$ cat config.mk
export PLATFORM = sky130hd
export DESIGN_NAME = insort_array
export DESIGN_NICKNAME = d
export VERILOG_FILES = /design/src/rtl/insort_pkg.sv /design/src/rtl/insort_cell.sv /design/src/rtl/insort_ram.sv /design/src/rtl/insort_ctrl.sv /design/src/rtl/insort_array.sv
export SDC_FILE = /design/constraint.sdc
export NUM_CORES = 2
export LEC_CHECK = 0
export ABC_AREA = 1
export BUFFER_PORTS_ARGS = -buffer_cell sky130_fd_sc_hd__buf_2
export CORE_UTILIZATION = 60
export DETAILED_ROUTE_END_ITERATION = 7
export PLACE_DENSITY = 0.79
export SETUP_SLACK_MARGIN = 0.05
export SLEW_MARGIN = 30
export SYNTH_ARGS = -nofsm -noshare
export SYNTH_HDL_FRONTEND = slang
export SYNTH_HIERARCHICAL = 1
export SYNTH_SLANG_ARGS = --single-unit
$ cat constraint.sdc
create_clock -name clk -period 4.6 [get_ports clk]
set_input_delay 0.69 -clock clk [delete_from_list [all_inputs] [get_ports clk]]
set_output_delay 0.69 -clock clk [all_outputs]
set_load 0.01 [all_outputs]
$ cat src/rtl/insort_pkg.sv
package insort_pkg;

  typedef enum logic [2:0] {
    PH_FILL   = 3'd0,
    PH_DRAIN  = 3'd1,
    PH_UNLOAD = 3'd2,
    PH_READ   = 3'd3,
    PH_TAIL   = 3'd4
  } phase_e;

  // An incoming value ranks after a stored one when it is not smaller;
  // ties therefore keep arrival order.
  function automatic logic ranks_after(input logic [63:0] incoming,
                                       input logic [63:0] stored);
    return incoming >= stored;
  endfunction

  function automatic logic [63:0] step_pos(input logic [63:0] pos,
                                           input logic inc);
    return pos + {63'd0, inc};
  endfunction

endpackage

$ cat src/rtl/insort_cell.sv
module insort_cell
  import insort_pkg::*;
#(
  parameter int N_CELLS = 32,
  parameter int TIME_W  = 16,
  parameter int HITS_W  = 4,
  parameter int POS_W   = $clog2(N_CELLS)
) (
  input  logic              clk,
  input  logic              rst_n,
  input  logic              shift_en,
  input  logic              in_v,
  input  logic [TIME_W-1:0] in_t,
  input  logic [HITS_W-1:0] in_h,
  input  logic [POS_W-1:0]  in_p,
  output logic              fwd_v,
  output logic [TIME_W-1:0] fwd_t,
  output logic [HITS_W-1:0] fwd_h,
  output logic [POS_W-1:0]  fwd_p,
  input  logic              nxt_occ,
  input  logic [TIME_W-1:0] nxt_t,
  input  logic [HITS_W-1:0] nxt_h,
  input  logic [POS_W-1:0]  nxt_p,
  output logic              occ,
  output logic [TIME_W-1:0] st_t,
  output logic [HITS_W-1:0] st_h,
  output logic [POS_W-1:0]  st_p,
  output logic              take_ev,
  output logic              bump_ev
);

  logic goes_after;

  always_comb begin
    goes_after = ranks_after(64'(in_t), 64'(st_t));
    take_ev    = in_v && !occ && !shift_en;
    bump_ev    = in_v && occ && !goes_after && !shift_en;
  end

  always_ff @(posedge clk) begin
    if (!rst_n) begin
      occ   <= 1'b0;
      st_t  <= '0;
      st_h  <= '0;
      st_p  <= '0;
      fwd_v <= 1'b0;
      fwd_t <= '0;
      fwd_h <= '0;
      fwd_p <= '0;
    end else if (shift_en) begin
      occ   <= nxt_occ;
      st_t  <= nxt_t;
      st_h  <= nxt_h;
      st_p  <= nxt_p;
      fwd_v <= 1'b0;
    end else begin
      fwd_v <= in_v && occ;
      fwd_t <= in_t;
      fwd_h <= in_h;
      fwd_p <= POS_W'(step_pos(64'(in_p), goes_after));
      if (take_ev) begin
        occ  <= 1'b1;
        st_t <= in_t;
        st_h <= in_h;
        st_p <= in_p;
      end else if (bump_ev) begin
        st_p <= POS_W'(step_pos(64'(st_p), 1'b1));
      end
    end
  end


  drain_before_shift_chk: assert property (@(posedge clk) disable iff (!rst_n)
    shift_en |-> !in_v);


  no_pos_wrap_chk: assert property (@(posedge clk) disable iff (!rst_n)
    bump_ev |-> (st_p < POS_W'(N_CELLS - 1)));

endmodule

$ cat src/rtl/insort_ram.sv
module insort_ram #(
  parameter int DEPTH  = 32,
  parameter int DATA_W = 20,
  parameter int ADDR_W = $clog2(DEPTH)
) (
  input  logic              clk,
  input  logic              wr_en,
  input  logic [ADDR_W-1:0] wr_addr,
  input  logic [DATA_W-1:0] wr_data,
  input  logic              rd_en,
  input  logic [ADDR_W-1:0] rd_addr,
  output logic [DATA_W-1:0] rd_data
);

  logic [DATA_W-1:0] mem [DEPTH];

  always_ff @(posedge clk) begin
    if (wr_en) mem[wr_addr] <= wr_data;
    if (rd_en) rd_data <= mem[rd_addr];
  end

endmodule

$ cat src/rtl/insort_ctrl.sv
module insort_ctrl
  import insort_pkg::*;
#(
  parameter int N_CELLS = 32,
  parameter int POS_W   = $clog2(N_CELLS),
  parameter int CNT_W   = $clog2(N_CELLS + 1)
) (
  input  logic             clk,
  input  logic             rst_n,
  input  logic             in_valid,
  input  logic             frame_end,
  input  logic             chain_busy,
  input  logic             head_occ,
  input  logic [POS_W-1:0] head_pos,
  output logic             in_ready,
  output logic             accept,
  output logic             shift_en,
  output logic             wr_en,
  output logic             rd_en,
  output logic [POS_W-1:0] rd_addr,
  output logic             out_valid,
  output logic             out_last,
  output phase_e           phase_o
);

  phase_e           ph;
  logic [CNT_W-1:0] acc_cnt;
  logic [CNT_W-1:0] unl_cnt;
  logic [POS_W-1:0] rd_ptr;
  logic             rd_is_last;

  always_comb begin
    in_ready   = (ph == PH_FILL) && (acc_cnt < CNT_W'(N_CELLS));
    accept     = in_valid && in_ready;
    shift_en   = (ph == PH_UNLOAD);
    wr_en      = (ph == PH_UNLOAD) && head_occ;
    rd_en      = (ph == PH_READ);
    rd_addr    = rd_ptr;
    rd_is_last = (CNT_W'(rd_ptr) == (unl_cnt - CNT_W'(1)));
    phase_o    = ph;
  end

  always_ff @(posedge clk) begin
    if (!rst_n) begin
      ph        <= PH_FILL;
      acc_cnt   <= '0;
      unl_cnt   <= '0;
      rd_ptr    <= '0;
      out_valid <= 1'b0;
      out_last  <= 1'b0;
    end else begin
      out_valid <= rd_en;
      out_last  <= rd_en && rd_is_last;
      case (ph)
        PH_FILL: begin
          if (accept) acc_cnt <= acc_cnt + CNT_W'(1);
          if (frame_end) ph <= PH_DRAIN;
        end
        PH_DRAIN: begin
          if (!chain_busy) begin
            ph      <= PH_UNLOAD;
            unl_cnt <= '0;
          end
        end
        PH_UNLOAD: begin
          if (head_occ) begin
            unl_cnt <= unl_cnt + CNT_W'(1);
          end else if (unl_cnt == '0) begin
            ph      <= PH_FILL;
            acc_cnt <= '0;
          end else begin
            ph     <= PH_READ;
            rd_ptr <= '0;
          end
        end
        PH_READ: begin
          rd_ptr <= rd_ptr + POS_W'(1);
          if (rd_is_last) ph <= PH_TAIL;
        end
        PH_TAIL: begin
          ph      <= PH_FILL;
          acc_cnt <= '0;
        end
        default: ph <= PH_FILL;
      endcase
    end
  end


  cap_chk: assert property (@(posedge clk) disable iff (!rst_n)
    acc_cnt <= CNT_W'(N_CELLS));


  no_accept_after_eof_chk: assert property (@(posedge clk) disable iff (!rst_n)
    (frame_end && ph == PH_FILL) |=> !in_ready);


  last_only_valid_chk: assert property (@(posedge clk) disable iff (!rst_n)
    out_last |-> out_valid);


  wr_addr_range_chk: assert property (@(posedge clk) disable iff (!rst_n)
    wr_en |-> (CNT_W'(head_pos) < acc_cnt));


  rd_range_chk: assert property (@(posedge clk) disable iff (!rst_n)
    rd_en |-> (CNT_W'(rd_addr) < unl_cnt));

endmodule

$ cat src/rtl/insort_array.sv
module insort_array
  import insort_pkg::*;
#(
  parameter int N_CELLS = 32,
  parameter int TIME_W  = 16,
  parameter int HITS_W  = 4
) (
  input  logic              clk,
  input  logic              rst_n,
  input  logic              in_valid,
  input  logic [TIME_W-1:0] in_time,
  input  logic [HITS_W-1:0] in_hits,
  input  logic              frame_end,
  output logic              in_ready,
  output logic              out_valid,
  output logic [TIME_W-1:0] out_time,
  output logic [HITS_W-1:0] out_hits,
  output logic              out_last
);

  localparam int POS_W  = $clog2(N_CELLS);
  localparam int CNT_W  = $clog2(N_CELLS + 1);
  localparam int DATA_W = TIME_W + HITS_W;

  // chain links: lnk[g] feeds cell g
  logic              lnk_v [N_CELLS];
  logic [TIME_W-1:0] lnk_t [N_CELLS];
  logic [HITS_W-1:0] lnk_h [N_CELLS];
  logic [POS_W-1:0]  lnk_p [N_CELLS];
  // stored contents of each cell
  logic              so_occ [N_CELLS];
  logic [TIME_W-1:0] so_t   [N_CELLS];
  logic [HITS_W-1:0] so_h   [N_CELLS];
  logic [POS_W-1:0]  so_p   [N_CELLS];

  logic [N_CELLS-1:0] ev_take;
  logic [N_CELLS-1:0] ev_bump;

  logic              tail_v;
  logic [TIME_W-1:0] unused_tail_t;
  logic [HITS_W-1:0] unused_tail_h;
  logic [POS_W-1:0]  unused_tail_p;

  logic              accept, shift_en, wr_en, rd_en, chain_busy;
  logic [POS_W-1:0]  rd_addr;
  logic [DATA_W-1:0] rd_data;
  phase_e            phase;

  assign lnk_v[0] = accept;
  assign lnk_t[0] = in_time;
  assign lnk_h[0] = in_hits;
  assign lnk_p[0] = '0;

  for (genvar g = 0; g < N_CELLS; g++) begin : g_cell
    logic              n_occ;
    logic [TIME_W-1:0] n_t;
    logic [HITS_W-1:0] n_h;
    logic [POS_W-1:0]  n_p;
    logic              f_v;
    logic [TIME_W-1:0] f_t;
    logic [HITS_W-1:0] f_h;
    logic [POS_W-1:0]  f_p;

    if (g == N_CELLS - 1) begin : g_end
      assign n_occ = 1'b0;
      assign n_t   = '0;
      assign n_h   = '0;
      assign n_p   = '0;
      assign tail_v        = f_v;
      assign unused_tail_t = f_t;
      assign unused_tail_h = f_h;
      assign unused_tail_p = f_p;
    end else begin : g_mid
      assign n_occ = so_occ[g+1];
      assign n_t   = so_t[g+1];
      assign n_h   = so_h[g+1];
      assign n_p   = so_p[g+1];
      assign lnk_v[g+1] = f_v;
      assign lnk_t[g+1] = f_t;
      assign lnk_h[g+1] = f_h;
      assign lnk_p[g+1] = f_p;
    end

    insort_cell #(
      .N_CELLS(N_CELLS), .TIME_W(TIME_W), .HITS_W(HITS_W), .POS_W(POS_W)
    ) cell_i (
      .clk(clk), .rst_n(rst_n), .shift_en(shift_en),
      .in_v(lnk_v[g]), .in_t(lnk_t[g]), .in_h(lnk_h[g]), .in_p(lnk_p[g]),
      .fwd_v(f_v), .fwd_t(f_t), .fwd_h(f_h), .fwd_p(f_p),
      .nxt_occ(n_occ), .nxt_t(n_t), .nxt_h(n_h), .nxt_p(n_p),
      .occ(so_occ[g]), .st_t(so_t[g]), .st_h(so_h[g]), .st_p(so_p[g]),
      .take_ev(ev_take[g]), .bump_ev(ev_bump[g])
    );
  end

  always_comb begin
    chain_busy = tail_v;
    for (int g = 1; g < N_CELLS; g++) chain_busy = chain_busy | lnk_v[g];
  end

  insort_ctrl #(.N_CELLS(N_CELLS), .POS_W(POS_W), .CNT_W(CNT_W)) ctrl_i (
    .clk(clk), .rst_n(rst_n), .in_valid(in_valid), .frame_end(frame_end),
    .chain_busy(chain_busy), .head_occ(so_occ[0]), .head_pos(so_p[0]),
    .in_ready(in_ready), .accept(accept), .shift_en(shift_en),
    .wr_en(wr_en), .rd_en(rd_en), .rd_addr(rd_addr),
    .out_valid(out_valid), .out_last(out_last), .phase_o(phase)
  );

  insort_ram #(.DEPTH(N_CELLS), .DATA_W(DATA_W), .ADDR_W(POS_W)) ram_i (
    .clk(clk), .wr_en(wr_en), .wr_addr(so_p[0]), .wr_data({so_t[0], so_h[0]}),
    .rd_en(rd_en), .rd_addr(rd_addr), .rd_data(rd_data)
  );

  assign out_time = rd_data[DATA_W-1:HITS_W];
  assign out_hits = rd_data[HITS_W-1:0];


  ascend_chk: assert property (@(posedge clk) disable iff (!rst_n)
    (out_valid && $past(out_valid) && !$past(out_last)) |-> (out_time >= $past(out_time)));


  single_take_chk: assert property (@(posedge clk) disable iff (!rst_n)
    $onehot0(ev_take));


  bump_only_gathering_chk: assert property (@(posedge clk) disable iff (!rst_n)
    (ev_bump != '0) |-> (phase == PH_FILL || phase == PH_DRAIN));


  no_overflow_chk: assert property (@(posedge clk) disable iff (!rst_n)
    !tail_v);

endmodule

== Yosys cells after proc, flatten, opt, wreduce, memory -nomap -nowiden ==
Memory sizes are Yosys's and may differ from the RTL's. A register that Yosys moved wholly into a read port is not among the register bits.
Index checks and enable logic that the tools add are counted.
Storage, ports and cells
  word-level logic and storage cells: 1005
  memories: 1
  bits in writable memories: 640
  input bits: 24
  register bits after elaboration: 1657
  output and inout bits: 23
Operators by class
  eq/ne operators: 13
  reductions and logical operators: 302
  bitwise logic cells: 32
  $lt $le $gt $ge: 33
  muxes and demuxes: 299
  add/subtract/negate cells: 66
Memory list
  ram_i.mem: depth 32, bits a word 20, read ports 1, clocked after memory_dff 1, write ports 1, RTL line insort_ram.sv:15  | logic [DATA_W-1:0] mem [DEPTH];
Operators by type and width (count)
  16-bit two-way mux: 62
  16-bit >= comparator: 32
  5-bit two-way mux: 97
  4-bit two-way mux: 62
  5-bit by 1-bit adder with 5-bit output (second input constant): 33
  1-bit logical AND: 164
  5-bit by 1-bit adder with 5-bit output: 29
  3-bit nonzero test: 32
  2-bit nonzero test: 34
  1-bit logical NOT: 65
  1-bit two-way mux: 64
  1-bit OR: 31
  6-bit two-way mux: 5
  6-bit case mux with 3 select lines: 1
  2-bit inequality test (second input constant): 7
  6-bit by 1-bit adder with 6-bit output (second input constant): 2
  3-bit two-way mux: 4
  3-bit case mux with 4 select lines: 1
  6-bit case mux with 2 select lines: 1
  5-bit case mux with 2 select lines: 1
  4-bit AND reduction: 2
  3-bit by 2-bit equality test with 1-bit output (second input constant): 2
  5-bit by 6-bit equality test with 1-bit output: 1
  6-bit logical NOT: 1
  11 further kinds: 12

== Logic depth before layout (Yosys ltp) ==
  depth in word-level cells: 33
  mapped depth: 17
  mapped depth without buffers: 17

== Hierarchy ==
The synthesis kept the hierarchy.
Modules (own cells, without submodules)
  insort_cell (g_cell[0].cell_i ...): cells an instance 348, instances 30, sequential area each 1041.0 sq um, area each 2598.7 sq um
  insort_ram: cells an instance 2230, instances 1, sequential area each 19819.0 sq um, area each 26719.4 sq um
  insort_cell (g_cell[8].cell_i): cells an instance 352, instances 1, sequential area each 1041.0 sq um, area each 2657.5 sq um
  insort_cell (g_cell[9].cell_i): cells an instance 348, instances 1, sequential area each 1041.0 sq um, area each 2608.8 sq um
  insort_ctrl: cells an instance 198, instances 1, sequential area each 440.4 sq um, area each 1360.1 sq um
  insort_array: cells an instance 46, instances 1, sequential area each 0.0 sq um, area each 182.7 sq um

== Least setup slack after synthesis ==
OpenSTA, ideal clock, no wires.
  path type: reg-to-reg
  start point: register ctrl_i.ph[1] (netlist: ctrl_i/phase_o[1])
  end point: memory ram_i.mem[31][0], enable pin
  stages on the path, launching flop included: 7
  period minus slack after synthesis: 3.515 ns
  setup time: 0.397 ns
  arrival: 3.118 ns
  buffers on the path: 0
  required time: 4.203 ns
  setup slack: 1.085 ns
  cell sequence: dfxtp_1 > inv_2 > nor3_4 > nand2_4 > inv_2 > nand3_1 > nor2_1
Between the ends
  longest elaborated chain between the ends: 4
RTL lines
  from (decl): RTL line insort_ctrl.sv:26  | phase_e ph;
  from (signal assigned): RTL line insort_ctrl.sv:45  | ph <= PH_FILL;
  from (signal assigned): RTL line insort_ctrl.sv:57  | if (frame_end) ph <= PH_DRAIN;
  from (signal assigned): RTL line insort_ctrl.sv:61  | ph <= PH_UNLOAD;
  3-bit by 2-bit equality test with 1-bit output
  via shift_en: RTL line insort_array.sv:44  | logic accept, shift_en, wr_en, rd_en, chain_busy;
  1-bit logical AND: RTL line insort_ctrl.sv:36  | wr_en = (ph == PH_UNLOAD) && head_occ;
  via wr_en: RTL line insort_array.sv:44
  1-bit two-way mux: RTL line insort_ram.sv:18  | if (wr_en) mem[wr_addr] <= wr_data;
  1-bit two-way mux (implied by the code): RTL line insort_ram.sv:18
  to (decl): RTL line insort_ram.sv:15
The timed path passes the listed nets, and every way through them passes these cells.

== Final worst setup path ==
  start point: register ctrl_i.ph[1] (netlist: ctrl_i/phase_o[1])
  end point: register g_cell[28].cell_i.st_p[1]
Between the ends
  longest elaborated chain between the ends: 5
  elaborated cells between the ends (all ways): 7
  those cells by class: eq/ne (1); mux (2); reduce/logical (4)
RTL lines
  3-bit by 2-bit equality test with 1-bit output (*): RTL line insort_ctrl.sv:35  | shift_en = (ph == PH_UNLOAD);
  via shift_en: RTL line insort_array.sv:44
  1-bit logical NOT (*): RTL line insort_cell.sv:36  | take_ev = in_v && !occ && !shift_en;
  1-bit logical AND (*): RTL line insort_cell.sv:36
  via ev_take[28]: RTL line insort_array.sv:36  | logic [N_CELLS-1:0] ev_take;
  5-bit two-way mux: RTL line insort_cell.sv:61  | if (take_ev) begin
  5-bit two-way mux: RTL line insort_cell.sv:50  | end else if (shift_en) begin
  to (signal assigned): RTL line insort_cell.sv:54  | st_p <= nxt_p;
  to (signal assigned): RTL line insort_cell.sv:65  | st_p <= in_p;
  to (signal assigned): RTL line insort_cell.sv:67  | st_p <= POS_W'(step_pos(64'(st_p), 1'b1));
  to (decl): RTL line insort_cell.sv:27  | output logic [POS_W-1:0] st_p,
The timed path passes the listed nets; every way through them passes the cells marked *.
A chain may end at the register's enable or synchronous reset.

==> out/metrics.yaml <==
path_max_fanout: 176
worstSetupStartpointType: "flip-flop"
critPathKind: "reg2reg"
finalClockSkew_ns: 0.04137
p_clk_share_pct: 30.2
maxSlewViolCount: 0
hpwl_um: 187000
viasPerCell: 5.772
grt_max_degree: 182
synthCells: 13480
switching_share_pct: 36.16
postCtsSetupRepairBufs: 0
min_period_over_period_pct: 65.20
grt_pass1_vias: 87380
dp_cells: 15470
cp.required_ns: 5.35
worst-slew-pin-transition_ns: 1.000
vdd_drop_max_uv: 405.3
final_antenna_net_count: 0
cts_resized: 0
pwr-share-seq_pct: 42.6
track_usage_pct: 29.49
cts_made_buffers: 229
setup_slack_ns: 1.601
cts_tree: "done"
htreeDepth: 4
yosys_warnings: 6
dr_total_vias: 91800
drtIter0Drc: 9317
critical_path.top_delay_family: "buffers and inverters"
combPwrFrac_pct: 27.2
start_util_pct: 60.36
crit_path_max_incr_delay_ns: 0.51
routed_wl_um: 281400
finalSetupViolCount: 0
rsz0062_at_grt: "no"
clkTransAtPathRegs_ns: 0.07
net-switching-power_w: 0.02397
syn-cell-area_um2: 110500
clock-sinks: 2321
pre_cts_ws_ns: 1.736
grt_antenna_before_repair: 6
status: "finished, final reports clean"
p_int_w: 0.04232
core_um2: 183100
syn_to_final_growth_pct: 7.859
period_minus_slack_ns: 2.999
cts_root_buf: "clkbuf_16"
endpoint_kind: "flip-flop"
layout.cells.non_filler: 15900
dieArea_um2: 185900
p_leak_nw: 46.20
gp_congestion: 0.9176
port_buffers: 46
hp-class: "in2reg"
cpMaxStageDelayCell: "buf_12"
first_pass_iters: 6
crit_chain: "inv_2 > nor3_4 > buf_12 > buf_12 > inv_2 > nand2_4 > inv_4 > a22o_1 > a21oi_1 > nand2_1 > nand2_1 > nor2_1"
overflow: 0
layout.nets: 13870
dieHeight_um: 431.2
post-route-drc-count: 0
final-hold-violation-count: 0
layout_common_cells: "nand2_1, dfxtp_1, nor2_1"
drive_gt1_share_pct: 7.784
die_w_um: 431.2
rows: 157
final_common_cell: "nand2_1"
max_slew_margin_pct: 33.32
cp_data_arrival_time_ns: 3.74
clock_latency_ns: 0.88
pwr_density_cell_nw_per_um2: 556.2
clockBufferDepth: 3
max-cap-violations: 0
fmax_mhz: 333.4
tns_ns: 0
syn_avg_cell_area_um2: 8.198
grt_pass1_wl_um: 452700
pin_count: 47
crit_buf_inv: 5
cts_hold_buf: 0
p_total_w: 0.06630
wl_per_cell_um: 17.69
## area by class of cell
class | count | area [um^2]
fill | 14700 | 63890
clock inverter | 118 | 1519
timing repair buffer | 167 | 1378
sequential | 2321 | 53090
antenna | 2 | 5.005
multi-input combinational | 9439 | 49240
clock buffer | 313 | 6663
tap | 2464 | 3083
inverter | 1080 | 4223
## per-stage QoR
stage	cell area, um^2	util (%)	hold WS (ns)
2_1_floorplan	110600	-	0.4443
3_3_place_gp	111000	60.63	0.4558
3_5_place_dp	111000	60.63	0.4587
4_1_cts	119200	65.10	0.03020
5_1_grt	119200	65.10	0.06798
6_report	119200	65.10	0.08569
## flip-flops by register name (all words and copies together) (netlist names), 20 cells and up
name,cells
g_cell.cell_i/st_p,160
g_cell.cell_i/fwd_h,124
g_cell.cell_i/fwd_t,496
g_cell.cell_i/fwd_p,155
g_cell.cell_i/st_h,128
ram_i/mem,640
g_cell.cell_i/st_t,512
g_cell.cell_i/occ,32
g_cell.cell_i/fwd_v,32
ram_i/rd_data,20
## worst min-delay path, cell delays in order
cell and delay [ns]:
buf_2 0.09, o21ai_0 0.07, nor2_1 0.07
## final timing paths
kind                              from  slack, ns                   endpoint  cells past startpoint
min                         in_hits[1]       0.09  g_cell[0].cell_i/fwd_h[1]                      3
min reg2reg  g_cell[8].cell_i/fwd_h[0]       0.47  g_cell[8].cell_i/fwd_h[0]                      2
max                  ctrl_i/phase_o[1]       1.60  g_cell[28].cell_i/st_p[1]                     12
max reg2reg          ctrl_i/phase_o[1]       1.60  g_cell[28].cell_i/st_p[1]                     12
## power groups by stage
| stage | clock network [W] | logic, W | registers (W) |
|---|---|---|---|
| after global routing | 0.0211 | 0.0204 | 0.0286 |
| final | 0.0200 | 0.0180 | 0.0283 |
| after global placement | 0 | 0.0169 | 0.0284 |
| after floorplan | 0 | 0.0145 | 0.0273 |
| after detailed placement | 0 | 0.0176 | 0.0285 |
| after CTS | 0.0202 | 0.0178 | 0.0281 |
## metal layers
layer | wire (um) | up-vias | global-route usage, %
met3 | 22560 | 599 | 4.760
met1 | 122400 | 43210 | 40.43
met2 | 128000 | 3625 | 47.31
met5 | 35 | - | 0
met4 | 8439 | 6 | 10.16
li1 | - | 44360 | -
(Power assumes the default switching activity.)
